$ cat src/rtl/sal_pkg.sv
package sal_pkg;
   localparam int WORD_W  = 16;
   localparam int ENTRY_N = 3;
   typedef enum logic {REG_INDEX = 1'b0, REG_DATA = 1'b1} flt_reg_e;
endpackage

$ cat src/rtl/sal_fetch.sv
module sal_fetch
   import sal_pkg::*;
#(
   parameter int EE_AW      = 6,
   parameter int FIRST_WORD = 6,
   parameter int NWORDS     = 4,
   localparam int CW        = $clog2(NWORDS + 1)
) (
   input  logic              clk,
   input  logic              rst_n,
   input  logic              go,
   output logic              rd_req,
   output logic [EE_AW-1:0]  rd_addr,
   input  logic              rd_ack,
   input  logic [WORD_W-1:0] rd_data,
   output logic              wvld,
   output logic [CW-1:0]     widx,
   output logic [WORD_W-1:0] wdata,
   output logic              done,
   output logic              busy
);
   localparam logic [CW-1:0]    LAST  = CW'(NWORDS - 1);
   localparam logic [EE_AW-1:0] START = EE_AW'(FIRST_WORD);

   logic [CW-1:0] cnt;

   always_ff @(posedge clk) begin
      if (!rst_n) begin
         rd_req  <= 1'b0;
         rd_addr <= START;
         cnt     <= '0;
         wvld    <= 1'b0;
         widx    <= '0;
         wdata   <= '0;
         done    <= 1'b0;
      end else begin
         wvld <= 1'b0;
         done <= 1'b0;
         if (!rd_req) begin
            if (go) begin
               rd_req  <= 1'b1;
               rd_addr <= START;
               cnt     <= '0;
            end
         end else if (rd_ack) begin
            wvld  <= 1'b1;
            widx  <= cnt;
            wdata <= rd_data;
            if (cnt == LAST) begin
               rd_req <= 1'b0;
               done   <= 1'b1;
            end else begin
               cnt     <= cnt + 1'b1;
               rd_addr <= rd_addr + 1'b1;
            end
         end
      end
   end

   assign busy = rd_req | wvld | done;
endmodule

$ cat src/rtl/sal_assemble.sv
module sal_assemble
   import sal_pkg::*;
#(
   parameter int NWORDS = 4,
   localparam int CW    = $clog2(NWORDS + 1),
   localparam int NENT  = NWORDS - 1,
   localparam int MAC_W = WORD_W * NENT
) (
   input  logic              clk,
   input  logic              rst_n,
   input  logic              wvld,
   input  logic [CW-1:0]     widx,
   input  logic [WORD_W-1:0] wdata,
   output logic [MAC_W-1:0]  mac
);
   logic carry;

   always_ff @(posedge clk) begin
      if (!rst_n)    carry <= 1'b0;
      else if (wvld) carry <= wdata[WORD_W-1];
   end

   for (genvar k = 0; k < NENT; k++) begin : g_ent
      logic [WORD_W-1:0] ent;
      always_ff @(posedge clk) begin
         if (!rst_n)
            ent <= '0;
         else if (wvld && widx == CW'(k + 1))
            ent <= {wdata[WORD_W-2:0], carry};
      end
      assign mac[k*WORD_W +: WORD_W] = ent;
   end
endmodule

$ cat src/rtl/sal_fwrite.sv
module sal_fwrite
   import sal_pkg::*;
#(
   parameter int          NENT      = 3,
   parameter int          FLT_W     = 32,
   parameter int          IDX_STEP  = 2,
   parameter logic [31:0] FILT_CTRL = 32'hC800_0000,
   localparam int         MAC_W     = WORD_W * NENT,
   localparam int         NSTEP     = 2 * NENT + 1,
   localparam int         SW        = $clog2(NSTEP + 1)
) (
   input  logic             clk,
   input  logic             rst_n,
   input  logic             go,
   input  logic [MAC_W-1:0] mac,
   output logic             flt_wr,
   output flt_reg_e         flt_reg,
   output logic [FLT_W-1:0] flt_wdata,
   output logic             last_entry,
   output logic             busy
);
   logic [SW-1:0]     step;
   logic [SW-1:0]     half;
   logic              active;
   logic [WORD_W-1:0] entry_sel;
   logic [FLT_W-1:0]  idx_val;

   assign half = step >> 1;

   always_comb begin
      entry_sel = '0;
      for (int k = 0; k < NENT; k++)
         if (half == SW'(k)) entry_sel = mac[k*WORD_W +: WORD_W];
      idx_val = FLT_W'(half) * FLT_W'(IDX_STEP);
   end

   always_ff @(posedge clk) begin
      if (!rst_n) begin
         active     <= 1'b0;
         step       <= '0;
         flt_wr     <= 1'b0;
         flt_reg    <= REG_INDEX;
         flt_wdata  <= '0;
         last_entry <= 1'b0;
      end else begin
         flt_wr     <= 1'b0;
         last_entry <= 1'b0;
         if (!active) begin
            if (go) begin
               active <= 1'b1;
               step   <= '0;
            end
         end else begin
            flt_wr <= 1'b1;
            step   <= step + 1'b1;
            if (step == SW'(NSTEP - 1)) begin
               active    <= 1'b0;
               flt_reg   <= REG_INDEX;
               flt_wdata <= FLT_W'(FILT_CTRL);
            end else if (!step[0]) begin
               flt_reg   <= REG_INDEX;
               flt_wdata <= idx_val;
            end else begin
               flt_reg    <= REG_DATA;
               flt_wdata  <= FLT_W'(entry_sel);
               last_entry <= (step == SW'(2 * NENT - 1));
            end
         end
      end
   end

   assign busy = active;
endmodule

$ cat src/rtl/station_addr_loader.sv
module station_addr_loader
   import sal_pkg::*;
#(
   parameter int          EE_AW      = 6,
   parameter int          FIRST_WORD = 6,
   parameter int          FLT_W      = 32,
   parameter int          IDX_STEP   = 2,
   parameter logic [31:0] FILT_CTRL  = 32'hC800_0000
) (
   input  logic                  clk,
   input  logic                  rst_n,
   input  logic                  start,
   output logic                  rd_req,
   output logic [EE_AW-1:0]      rd_addr,
   input  logic                  rd_ack,
   input  logic [15:0]           rd_data,
   output logic [47:0]           station_addr,
   output logic                  addr_valid,
   output logic                  flt_wr,
   output logic                  flt_reg,
   output logic [FLT_W-1:0]      flt_wdata
);
   localparam int NWORDS = ENTRY_N + 1;
   localparam int CW     = $clog2(NWORDS + 1);
   localparam int MAC_W  = WORD_W * ENTRY_N;

   if (FIRST_WORD + NWORDS > (1 << EE_AW)) begin : g_bad_range
      $error("word window exceeds read address space");
   end
   if (FLT_W < WORD_W) begin : g_bad_width
      $error("filter data narrower than an address entry");
   end
   if (MAC_W != 48) begin : g_bad_mac
      $error("station address must be 48 bits");
   end

   logic              boot, go, busy;
   logic              f_busy, w_busy, f_done, last_entry;
   logic              wvld;
   logic [CW-1:0]     widx;
   logic [WORD_W-1:0] wdata;
   flt_reg_e          w_reg;

   always_ff @(posedge clk) begin
      if (!rst_n) boot <= 1'b1;
      else        boot <= 1'b0;
   end

   assign busy = f_busy | w_busy;
   assign go   = (start | boot) & ~busy;

   always_ff @(posedge clk) begin
      if (!rst_n)          addr_valid <= 1'b0;
      else if (go)         addr_valid <= 1'b0;
      else if (last_entry) addr_valid <= 1'b1;
   end

   sal_fetch #(.EE_AW(EE_AW), .FIRST_WORD(FIRST_WORD), .NWORDS(NWORDS)) i_fetch (
      .clk(clk), .rst_n(rst_n), .go(go),
      .rd_req(rd_req), .rd_addr(rd_addr), .rd_ack(rd_ack), .rd_data(rd_data),
      .wvld(wvld), .widx(widx), .wdata(wdata), .done(f_done), .busy(f_busy)
   );

   sal_assemble #(.NWORDS(NWORDS)) i_asm (
      .clk(clk), .rst_n(rst_n), .wvld(wvld), .widx(widx), .wdata(wdata),
      .mac(station_addr)
   );

   sal_fwrite #(.NENT(ENTRY_N), .FLT_W(FLT_W), .IDX_STEP(IDX_STEP),
                .FILT_CTRL(FILT_CTRL)) i_fwr (
      .clk(clk), .rst_n(rst_n), .go(f_done), .mac(station_addr),
      .flt_wr(flt_wr), .flt_reg(w_reg), .flt_wdata(flt_wdata),
      .last_entry(last_entry), .busy(w_busy)
   );

   assign flt_reg = w_reg;
endmodule

$ cat config.mk
export PLATFORM = sky130hd
export DESIGN_NAME = station_addr_loader
export DESIGN_NICKNAME = d
export VERILOG_FILES = /design/src/rtl/sal_pkg.sv /design/src/rtl/sal_fetch.sv /design/src/rtl/sal_assemble.sv /design/src/rtl/sal_fwrite.sv /design/src/rtl/station_addr_loader.sv
export SDC_FILE = /design/constraint.sdc
export NUM_CORES = 1
export LEC_CHECK = 0
export BUFFER_PORTS_ARGS = -buffer_cell sky130_fd_sc_hd__buf_2
export CORE_MARGIN = 3
export CORE_UTILIZATION = 40
export CTS_CLUSTER_DIAMETER = 30
export DETAILED_ROUTE_END_ITERATION = 10
export PLACE_DENSITY = 0.7
export SLEW_MARGIN = 20
export SYNTH_ARGS = -nofsm -noshare
export SYNTH_HDL_FRONTEND = slang
export SYNTH_SLANG_ARGS = --single-unit
export TNS_END_PERCENT = 20
$ cat constraint.sdc
create_clock -name clk -period 1.6 [get_ports clk]
set_input_delay 0.32 -clock clk [delete_from_list [all_inputs] [get_ports clk]]
set_output_delay 0.32 -clock clk [all_outputs]
set_load 0.1 [all_outputs]
; ---- After elaboration in Yosys (flattened, before gate mapping)
; Index checks and enable logic that the tools add are counted.
[totals]
reg_bits = 121
wordCells = 81
output_inout_bits = 90
[classes]
n_addsub = 3
bitwise_logic = 9
n_eq_ne = 10
reduce_logical = 12
n_mux = 28
[ops]
columns = cell, n
row1 = $mux 16, 4
row2 = $mux 32, 1
row3 = $mux 6, 4
row4 = $mux 3, 6
row5 = $mux 1, 13
row6 = $eq 3x2->1 const B, 3
row7 = $add 3x1->3 const B, 2
row8 = $add 6x1->6 const B, 1
row9 = $eq 3x3->1 const B, 2
row10 = $reduce_and 3->1, 2
row11 = $ne 2x2->1 const B, 2
row12 = $not 1->1, 4
row13 = $or 1x1->1, 4
row14 = $reduce_and 2->1, 2
row15 = $reduce_bool 2->1, 2
row16 = $reduce_or 4->1, 1
row17 = $eq 3x1->1 const B, 1
row18 = $logic_and 1x1->1, 3
row19 = $logic_not 3->1, 1
row20 = $eq 2x1->1 const B, 1
row21 = $eq 2x2->1 const B, 1
row22 = $reduce_or 2->1, 1
row23 = $and 1x1->1, 1

; ---- Depth between registers and ports, before layout
[depth]
word_depth = 7
ltp_mapped = 7
ltp_nobuf = 5

; ---- Cells and area by module
; A second synthesis with hierarchy kept.
[unflattened]
cells_unflattened = 472
area_unflattened_um2 = 4526.8
[modules_own_cells]
columns = module, area_per_inst_um2, cells_each, instances, seq_area_each_um2
row1 = sal_assemble, 1865.5, 179, 1, 980.9
row2 = sal_fwrite, 1316.3, 143, 1, 480.5
row3 = sal_fetch, 1276.2, 143, 1, 620.6
row4 = station_addr_loader, 68.8, 7, 1, 40.0

; ---- Worst setup path before layout
; Ideal clock, no wire load.
[synth_timing]
path_type = register -> register
start = reg i_fetch.rd_addr[0]
end = reg i_fetch.rd_addr[4]
arrival_ns = 1.905
path_stages_with_launch = 5
setup_time_ns = 0.070
n_path_buf = 0
path_slack_ns = -0.375
period_less_slack_ns = 1.975
path_cell_list = dfxtp_1 -> ha_1 -> nand4b_1 -> or3_1 -> a21oi_1
[synth_via]
elab_chain_cells = 4
[synth_rtl]
columns = element, line_no
row1 = start: declaration, sal_fetch.sv:13  ; output logic [EE_AW-1:0] rd_addr,
row2 = start signal: assignment, sal_fetch.sv:54  ; rd_addr <= rd_addr + 1'b1;
row3 = $add 6x1->6, sal_fetch.sv:54
row4 = $mux 6, sal_fetch.sv:49  ; if (cnt == LAST) begin
row5 = $mux 6, sal_fetch.sv:45  ; end else if (rd_ack) begin
row6 = $mux 6, sal_fetch.sv:39  ; if (!rd_req) begin
; Every way passes these cells. The select of a mux whose other input is x is not followed.
; A chain may end at the register's enable or synchronous reset.

; ---- Worst setup path in the final report
[layout_timing]
start = reg i_fetch.cnt[1]
end = reg i_fetch.rd_addr[3]
[layout_via]
elab_chain_cells = 3
[layout_rtl]
columns = element, line_no
row1 = start: declaration, sal_fetch.sv:25  ; logic [CW-1:0] cnt;
row2 = start signal: assignment, sal_fetch.sv:53  ; cnt <= cnt + 1'b1;
row3 = $eq 3x2->1, sal_fetch.sv:49
row4 = $ne 2x2->1 (no source line), -
row5 = $reduce_and 3->1 (no source line), -
; Every way passes these cells.

==> qor.yml <==
timing:
  rsz0062_at_grt: "true"
  worst_pin_slew_ps: 604
  fmax_ghz: 0.627
  worst_slew_margin_rel: 0.596
  final.setup.tns_ps: 0
  timing.final.max_slew_violations: 0
  worst_hold_slack_ps: 182
  finalHoldViolations: 0
  final.period_utilization: 0.997
  clock-skew-final_ps: 6.94
  shortest_clock_period_the_worst_path_allows_after_layout_ps: 1600
  final-setup-viol-count: 0
global_route:
  gr-usage-met2: 0.285
  gr-usage-met3: 0.0438
  grt_pass1_wl_mm: 17.3
  antenna_found_initial: 0
  global_route.usage.total: 0.185
  overflow: 0
  number_of_global_route_vias_before_repair: 3440
  grt_max_degree: 61
  grt_use_met1: 0.257
  top_usage_layer: "met2"
power_and_ir_drop:
  ir_worst_vdd_v: 0.000456
  cellLeakagePower_nw: 2.09
  power_per_cell_area_mw_per_mm2: 938
critical_path:
  worstSetupEndpointType: "flip-flop"
  worst_path_max_delay_cell: "sky130_fd_sc_hd__or3_1"
  cp_data_required_time_ps: 1890
  timing.critical_path.slowest_cell_delay_ps: 360
  critical_path_arrival_ps: 1890
  reg2reg_setup_slack_ps: 5
  cp_num_cells: 6
  worst_r2r_path_depth: 6
  crit_path_cell_trace: "ha_4 > ha_4 > nand3b_1 > buf_4 > or3_1 > a21oi_1"
  worstSetupPathType: "flip-flop to flip-flop"
  critical-path-top-cell-by-count: "sky130_fd_sc_hd__ha_4"
  worstPathBufferInverterCount: 1
  start_kind: "flip-flop"
  path_max_fanout: 3
  kind_of_cell_adding_the_most_delay_to_the_critical_path: "simple AND/OR/NAND/NOR gates"
layout:
  fin_area_mm2: 0.00521
  syn2layout_area_growth_pct: 22.3
  drive_above_1_share: 0.266
  reg.largest.list: "i_asm.g_ent.ent (48), i_fwr.flt_wdata (17), i_fetch.wdata (16)"
  utilization_of_the_core_after_routing: 0.505
  largest-register: "i_asm.g_ent.ent"
  num-nets-final: 619
  final-instance-count-excl-fill: 734
  largest_register_ffs: 48
  diodes: 0
placement:
  dpl.cell_count: 716
  detailed_place.area_mm2: 0.00492
  io_buffer_count: 96
  routabilityCongestion: 0.874
  dp_hpwl_mm: 7.99
synthesis:
  library_cell_with_the_highest_instance_count_after_synthesis: "sky130_fd_sc_hd__nand2_1"
  syn-cell-area_mm2: 0.00426
  synthDominantCellAreaShare: 0.498
  synth.top_cells.by_area: "sky130_fd_sc_hd__dfxtp_1 (50%), sky130_fd_sc_hd__nand2_1 (13%), sky130_fd_sc_hd__a21oi_1 (8.9%), sky130_fd_sc_hd__mux2i_1 (3.8%), sky130_fd_sc_hd__a22o_1 (2.9%)"
  average_cell_area_after_synthesis_um2: 8.52
  synth_edf_count: 0
  synth_common_cells: "sky130_fd_sc_hd__nand2_1 (144), sky130_fd_sc_hd__dfxtp_1 (106), sky130_fd_sc_hd__a21oi_1 (76), sky130_fd_sc_hd__clkbuf_1 (26), sky130_fd_sc_hd__mux2i_1 (16)"
  ys_dominant_reg_cell: "sky130_fd_sc_hd__dfxtp_1"
  yosysWarningCount: 0
  synthDistinctLibCells: 45
  synth-async-reset-ratio: 0
  synth.ff_latch_count: 106
  postSynthCellCount: 500
  yosys.area.top_type: "sky130_fd_sc_hd__dfxtp_1"
  synth_sequential_area_ratio: 0.498
floorplanning:
  placementRows: 37
  die-height_um: 109
  boundaryPins: 110
  horiz_die_dim_um: 109
  starting_density_of_the_core: 0.413
  core_box_area_mm2: 0.0103
  die-area_mm2: 0.0119
drt:
  detail-route-antenna-nets: 0
  detailroute.via_count: 3692
  routed_via_count_divided_by_cell_count: 5.03
  drt_drc_violations_left: 0
  initialDrtViolationCount: 280
  totalWireLength_mm: 10.9
  detail_route.wl_per_cell_um: 14.9
  first_pass_iters: 4
clocking:
  clock_tree.buffer_depth: 2
  cts.clk_slew.worst_paths_ps: 100
  insertion_delay_ps: 360
  cts.sinks: 106
  cts-hold-fix-buffers: 0
  cts.root.buffer_cell: "sky130_fd_sc_hd__clkbuf_8"
  cts_tree: "yes"
  cts-buffers-inserted: 9
  ctsHtreeMaxLevel: 3
worst_hold_path:
  hold_depth: 3
  hold_path_class: "input pin to flip-flop"
outcome:
  run_status: "finished clean"
job:
  max_cap_viol_count: 0
## worst min-delay path, cell delays in order
cell and delay (ps):
sky130_fd_sc_hd__buf_2 90, sky130_fd_sc_hd__nand2_1 40, sky130_fd_sc_hd__a21oi_1 50
## kinds of logic after synthesis
family,after synthesis,synth area share
other,1,0.000880
multiplexers,18,0.0429
AO/OA/AOI/OAI,122,0.174
adder cells (fa/ha/maj),6,0.0176
buffers and inverters,58,0.0702
XOR/XNOR,2,0.00411
AND/OR/NAND/NOR,187,0.192
flip-flops,106,0.498
## per-layer routing
metal | vias up | wire length (um)
met5 | - | 0
met4 | 0 | 176
met3 | 15 | 842
met2 | 110 | 5020
met1 | 1726 | 4890
li1 | 1841 | -
## area by class of cell
class / instances / area (um^2)
fillers: 992 / 5110
flip-flops and latches: 106 / 2130
multi-input cells: 348 / 1940
repair buffers: 122 / 719
well taps: 136 / 170
clock buffers: 11 / 141
clock inverters: 5 / 85.1
inverters: 6 / 22.5
## report_power, final
group | internal, mW | leakage, nW | switching [mW]
Sequential | 2.67 | 0.857 | 0.0353
Clock | 0.934 | 0.110 | 0.889
Combinational | 0.0773 | 1.12 | 0.282
Total | 3.68 | 2.09 | 1.21
## worst paths after layout
| kind | startpoint | endpoint |
|---|---|---|
| setup / recovery | i_fetch.cnt[1] | i_fetch.rd_addr[3] |
| hold / removal | rd_data[11] | i_fetch.wdata[11] |
| setup reg to reg | i_fetch.cnt[1] | i_fetch.rd_addr[3] |
| hold reg to reg | i_fwr.flt_wdata[1] | i_fwr.flt_wdata[1] |
## placed cells by master, fill, tap and decap left out, types with 3 or more instances in the layout
master,n
sky130_fd_sc_hd__a21oi_1,75
sky130_fd_sc_hd__a22o_1,14
sky130_fd_sc_hd__and2_1,3
sky130_fd_sc_hd__and3_1,3
sky130_fd_sc_hd__buf_12,3
sky130_fd_sc_hd__buf_2,95
sky130_fd_sc_hd__buf_4,22
sky130_fd_sc_hd__clkbuf_8,10
sky130_fd_sc_hd__conb_1,13
sky130_fd_sc_hd__dfxtp_1,98
sky130_fd_sc_hd__dfxtp_2,8
sky130_fd_sc_hd__ha_1,4
sky130_fd_sc_hd__inv_1,4
sky130_fd_sc_hd__mux2i_1,16
sky130_fd_sc_hd__nand2_1,144
sky130_fd_sc_hd__nand2b_1,4
sky130_fd_sc_hd__nand3_1,4
sky130_fd_sc_hd__nor2_1,9
sky130_fd_sc_hd__o211ai_1,4
sky130_fd_sc_hd__o21ai_0,5
sky130_fd_sc_hd__o22ai_1,4
sky130_fd_sc_hd__o2bb2ai_1,11
sky130_fd_sc_hd__or3_1,3
## through the flow
step / setup slack (ps) / total power [mW]
2_1_floorplan: -112 / 3.06
3_3_place_gp: -9.71 / 3.11
3_5_place_dp: -36.3 / 3.11
4_1_cts: 12.0 / 4.92
5_1_grt: -63.5 / 5.07
6_report: 4.73 / 4.88
## timing repair
item                       in CTS  in global routing
setup buffers                   1                  1
gates resized for setup         2                  9
setup endpoints to repair       2                  7
pin swaps                       3                  3
Note: power is estimated with default switching activity, not from simulation.
